===== src/rtl/clkfail_pkg.sv =====
package clkfail_pkg;

    typedef struct packed {
        logic sel;       // effective select, 1 = external
        logic forced;    // RC forced on by a failure
        logic flag;      // sticky failure flag
        logic rdy_prev;  // previous synchronised ready
    } sw_state_t;

    localparam sw_state_t SW_STATE_RST = '{sel: 1'b0, forced: 1'b0, flag: 1'b0, rdy_prev: 1'b0};

endpackage


===== src/rtl/clkfail_sync.sv =====
module clkfail_sync #(
    parameter int STAGES = 2
) (
    input  logic clk_i,
    input  logic rst_ni,
    input  logic d_i,
    output logic q_o
);
    logic [STAGES-1:0] ff_d;
    logic [STAGES-1:0] ff_q;

    generate
        if (STAGES == 1) begin : g_single
            always_comb ff_d = d_i;
        end else begin : g_chain
            always_comb ff_d = {ff_q[STAGES-2:0], d_i};
        end
    endgenerate

    always_ff @(posedge clk_i or negedge rst_ni) begin
        if (!rst_ni) ff_q <= '0;
        else         ff_q <= ff_d;
    end

    assign q_o = ff_q[STAGES-1];
endmodule


===== src/rtl/clkfail_rdy_delay.sv =====
module clkfail_rdy_delay #(
    parameter int DLY = 4
) (
    input  logic clk_i,
    input  logic rst_ni,
    input  logic start_i,
    output logic ready_o
);
    localparam int CNT_W = $clog2(DLY + 1);
    localparam logic [CNT_W-1:0] CNT_LOAD = CNT_W'(DLY);

    logic [CNT_W-1:0] cnt_d;
    logic [CNT_W-1:0] cnt_q;

    always_comb begin
        cnt_d = cnt_q;
        if (start_i)            cnt_d = CNT_LOAD;
        else if (cnt_q != '0)   cnt_d = cnt_q - 1'b1;
    end

    always_ff @(posedge clk_i or negedge rst_ni) begin
        if (!rst_ni) cnt_q <= '0;
        else         cnt_q <= cnt_d;
    end

    assign ready_o = (cnt_q == '0);
endmodule


===== src/rtl/clkfail_switch.sv =====
module clkfail_switch
    import clkfail_pkg::*;
#(
    parameter int SYNC_STAGES = 2,
    parameter int RDY_DLY     = 4
) (
    input  logic clk_i,
    input  logic rst_ni,
    input  logic ext_rdy_i,
    input  logic rc_en_i,
    input  logic irq_en_i,
    input  logic cfg_we_i,
    input  logic cfg_sel_i,
    input  logic flag_we_i,
    input  logic flag_wdata_i,
    output logic rc_on_o,
    output logic sel_ext_o,
    output logic clk_ready_o,
    output logic fail_flag_o,
    output logic irq_o
);
    sw_state_t st_d;
    sw_state_t st_q;
    logic      rdy_sync;
    logic      fall_w;
    logic      fail_w;
    logic      src_chg_w;

    clkfail_sync #(.STAGES(SYNC_STAGES)) u_sync (
        .clk_i  (clk_i),
        .rst_ni (rst_ni),
        .d_i    (ext_rdy_i),
        .q_o    (rdy_sync)
    );

    always_comb begin
        st_d      = st_q;
        fall_w    = st_q.rdy_prev & ~rdy_sync;
        fail_w    = st_q.sel & fall_w;
        src_chg_w = 1'b0;

        st_d.rdy_prev = rdy_sync;

        if (fail_w) begin
            st_d.sel    = 1'b0;
            st_d.forced = 1'b1;
            src_chg_w   = 1'b1;
        end else if (cfg_we_i) begin
            st_d.sel    = cfg_sel_i;
            st_d.forced = 1'b0;
            src_chg_w   = (cfg_sel_i != st_q.sel);
        end

        if (fail_w)                        st_d.flag = 1'b1;
        else if (flag_we_i && !flag_wdata_i) st_d.flag = 1'b0;
    end

    always_ff @(posedge clk_i or negedge rst_ni) begin
        if (!rst_ni) st_q <= SW_STATE_RST;
        else         st_q <= st_d;
    end

    clkfail_rdy_delay #(.DLY(RDY_DLY)) u_dly (
        .clk_i   (clk_i),
        .rst_ni  (rst_ni),
        .start_i (src_chg_w),
        .ready_o (clk_ready_o)
    );

    assign rc_on_o     = rc_en_i | st_q.forced;
    assign sel_ext_o   = st_q.sel;
    assign fail_flag_o = st_q.flag;
    assign irq_o       = st_q.flag & irq_en_i;
endmodule


===== config.mk =====
export PLATFORM = sky130hd
export DESIGN_NAME = clkfail_switch
export DESIGN_NICKNAME = d
export VERILOG_FILES = /design/src/rtl/clkfail_pkg.sv /design/src/rtl/clkfail_sync.sv /design/src/rtl/clkfail_rdy_delay.sv /design/src/rtl/clkfail_switch.sv
export SDC_FILE = /design/constraint.sdc
export NUM_CORES = 1
export LEC_CHECK = 0
export BUFFER_PORTS_ARGS = -buffer_cell sky130_fd_sc_hd__buf_2
export CAP_MARGIN = 30
export CORE_AREA = 2 2 39 41
export CTS_BUF_LIST = sky130_fd_sc_hd__clkbuf_4
export DETAILED_ROUTE_END_ITERATION = 10
export DIE_AREA = 0 0 41 43
export SYNTH_ARGS = -nofsm -noshare
export SYNTH_HDL_FRONTEND = slang
export SYNTH_SLANG_ARGS = --single-unit

===== constraint.sdc =====
create_clock -name clk_i -period 1.3 [get_ports clk_i]
set_input_delay 0.13 -clock clk_i [delete_from_list [all_inputs] [get_ports clk_i]]
set_output_delay 0.13 -clock clk_i [all_outputs]
set_load 0.01 [all_outputs]

==> impl_summary.log <==
INFO  metric nets = 71
INFO  metric syn_to_final_growth = 49.4%
INFO  metric synthAdderAreaFrac = 0.0595
INFO  metric drv_slew = 0
INFO  metric min_delay_worst_endpoint = fail_flag_o
INFO  metric detail_route.iter0.violations = 3
INFO  metric synth_area_per_cell = 11.7 µm²
INFO  metric synth_common_cells = dfrtp_1 (9), inv_1 (4), nand2_1 (3), nor2_1 (3)
INFO  metric gr-total-overflow = 0
INFO  metric synth_xor_area_frac = 0.0208
INFO  metric status = finished, violations left
INFO  metric clk_pin_slew_worst_paths = 0.07 ns
INFO  metric num_antenna_cells = 0
INFO  metric required_time_reported_for_the_critical_path_endpoint = 1.45 ns
INFO  metric slew_headroom = 0.817
INFO  metric synth.area.top_cells = dfrtp_1 (54%), nor2b_4 (6.5%), ha_1 (6.0%)
INFO  metric route.antenna.remaining_nets = 0
INFO  metric failed_checks = negative setup slack
INFO  metric die_area = 1760 µm²
INFO  metric synth.distinct_cells = 18
INFO  metric hold_path.startpoint = flag_wdata_i
INFO  metric yosysMostFrequentCell = dfrtp_1
INFO  metric asyncSetResetFlopFracSynth = 1.00
INFO  metric row_count = 14
INFO  metric critical_path.slowest_cell = dfrtp_1
INFO  metric syn-instance-count = 36
INFO  metric tritoncts = done
INFO  metric vdd.ir_drop.worst = 824 µV
INFO  metric io-pin-count = 14
INFO  metric r2r_setup_slack = -0.03 ns
INFO  metric post_place_setup_slack = -0.0422 ns
INFO  metric finalHoldViolations = 0
INFO  metric crit-reg2reg-capture = u_dly.cnt_q[2]
INFO  metric routed_wl = 795 µm
INFO  metric worst-path-max-fanout = 3
INFO  metric cts-root-buf = clkbuf_4
INFO  metric layout.cell_area.non_filler = 628 µm²
INFO  metric postSynthNetCount = 47
INFO  metric timing.critical_path.to_type = register
INFO  metric first_global_vias = 334
INFO  metric synth_edf_count = 0
INFO  metric slowest_delay = 0.37 ns
INFO  metric timing_worst_slew_pin_value = 0.273 ns
INFO  metric post_layout_worst_setup_margin = -0.0265 ns
INFO  metric tritoncts.num_buffers = 3
INFO  metric gr-usage-all-layers = 0.122
INFO  metric synth.top_cell.area_share = 0.536
INFO  metric setup_viol = 2
INFO  metric hold_path_depth = 3
INFO  metric cp_cell_sequence = inv_2 > ha_4 > nor2_1 > mux2_4 > or3_1
INFO  metric synth_sequential_area_ratio = 0.536
INFO  metric clkLatencyLatePin = 0.27 ns
INFO  metric core = 1380 µm²
INFO  metric totalNegativeSetupSlack = -0.0377 ns
INFO  metric detailedPlacementHpwl = 530 µm
INFO  metric startpoint_class = register
INFO  metric timing.final.crit_share = 1.02
INFO  metric via_count = 328
INFO  metric skew = 0.0114 ns
INFO  metric detailed_place.area = 513 µm²
INFO  metric ff2ff_path_depth = 5
INFO  metric cts.path.max_buffers = 2
INFO  metric synthFlopType = dfrtp_1
INFO  metric max_clock_freq = 0.754 GHz
INFO  metric floorplan.die.height = 43 µm
INFO  metric grt_setup_unrepaired = yes
INFO  metric synth_compound_gate_area_share = 0.113
INFO  metric worstSetupPathType = reg -> reg
INFO  metric remaining_design_rule_violation_count = 0
INFO  metric netlist_area = 420 µm²
INFO  metric route.detailed.vias_per_inst = 4.37
INFO  metric initial_utilization = 0.304
INFO  metric cap_viol_max_count = 0
INFO  metric critPathArrivalTime = 1.48 ns
INFO  metric ys_seq_elements = 9
INFO  metric grt_antenna_before_repair = 0
INFO  metric yosysWarnings = 0
INFO  metric grt_pass1_wl = 1.32 mm
INFO  metric regToRegStartpoint = u_dly.cnt_q[0]
INFO  metric first_pass_iters = 2
INFO  metric synth.mux.area_fraction = 0.0268
INFO  metric utilization = 0.454
INFO  metric synth-simple-area-share = 0.208
INFO  metric fp.dieW = 41 µm
INFO  metric worst_hold_path_type = in -> reg
INFO  metric final_period_minus_worst_setup_slack = 1.33 ns
INFO  metric combinational_family_with_the_most_area_after_synthesis = simple AND/OR/NAND/NOR gates
INFO  metric final_layout_size_suffix_gt1_frac = 0.542
INFO  metric routed_wire_length_per_instance = 10.6 µm
INFO  metric cellLeakagePower = 0.307 nW
INFO  metric powerDensity = 1860 nW/µm²
INFO  metric clkSinkCount = 9
INFO  metric io_buffer_count = 13
INFO  metric cts_htree_levels = 1
INFO  metric synthDominantAreaCellType = dfrtp_1
INFO  metric fill_cells = 133
INFO  metric finalWeightedCongestion = 0.803
INFO  metric maximum_number_of_pins_on_one_net_before_global_route_repair = 10
cells by family after synthesis:
group,after synthesis
AO/OA/AOI/OAI,5
multiplexers,1
XOR/XNOR,1
buffers and inverters,4
flip-flops,9
adder cells (fa/ha/maj),2
AND/OR/NAND/NOR,14
layer usage:
metal | track usage | vias up | routed length (µm)
met5 | 0 | - | 0
met1 | 0.109 | 148 | 315
li1 | - | 163 | -
met4 | 0.0800 | 0 | 0
met3 | 0.0942 | 0 | 94
met2 | 0.178 | 17 | 384
sequential cells by signal, summed over array words and instances (netlist names):
name / count
u_dly.cnt_q: 3
fail_flag_o: 1
sel_ext_o: 1
st_q: 2
u_sync.ff_q: 2
layout by cell type, fill, tap and decap left out:
master	n
nand2_1	3
mux2_4	1
inv_2	2
a211oi_1	1
dlygate4sd3_1	2
and2b_2	1
nor2b_4	2
nor2_1	3
o21a_4	1
or3_1	1
or2_1	1
nor2b_2	1
buf_2	12
and2_1	1
buf_6	2
clkbuf_4	4
o21ai_1	2
inv_1	2
nor3_1	1
dfrtp_1	9
ha_4	2
buf_4	3
a2111oi_2	1
xnor2_1	1
area by class of cell:
class,count,area [µm²],area share
clock buffer,4,30.0,0.0478
inverter,4,15.0,0.0239
timing repair buffer,19,125,0.199
sequential,9,225,0.359
tap,16,20.0,0.0319
multi-input combinational,23,213,0.339
critical path, delay by kind of cell, from the launching register on:
family / cells / cell delay, ns
fa+ha+maj: 1 / 0.14
buf+inv: 1 / 0.11
flops: 1 / 0.37
simple gates: 2 / 0.34
mux: 1 / 0.25
worst max-delay path by stage:
stage / start / endpoint / slack [ns] / cells after the start
final: u_dly.cnt_q[0] / u_dly.cnt_q[2] / -0.03 / 5
after global routing: u_dly.cnt_q[0] / u_dly.cnt_q[1] / -0.10 / 6
after CTS: u_dly.cnt_q[0] / u_dly.cnt_q[2] / -0.02 / 5
after detailed placement: u_dly.cnt_q[1] / u_dly.cnt_q[2] / -0.04 / 5
after global placement: u_dly.cnt_q[1] / u_dly.cnt_q[2] / -0.02 / 5
after floorplan: u_dly.cnt_q[0] / u_dly.cnt_q[2] / 0.007 / 5
power breakdown:
part | internal, mW | switching (mW) | total (mW)
Clock | 0.139 | 0.102 | 0.241
Combinational | 0.319 | 0.225 | 0.544
Sequential | 0.344 | 0.0360 | 0.380
Total | 0.802 | 0.363 | 1.17
stage by stage:
stage	hold WS [ns]	instances	power, mW
finish	0.0711	75	1.17
global route	0.0823	75	1.26
CTS	0.0651	75	1.15
detailed placement	-0.00863	66	0.738
global placement	-0.00726	66	0.723
floorplan	-0.166	36	0.627
repair_timing:
item | in CTS | in global routing
hold buffers | 2 | 0
gates resized for setup | 7 | 2
pin swaps | 0 | 0
endpoints found under the hold margin | 10 | 0
setup buffers | 3 | 0
setup endpoints to repair | 2 | 4
Power figures use the tool's default switching activity.
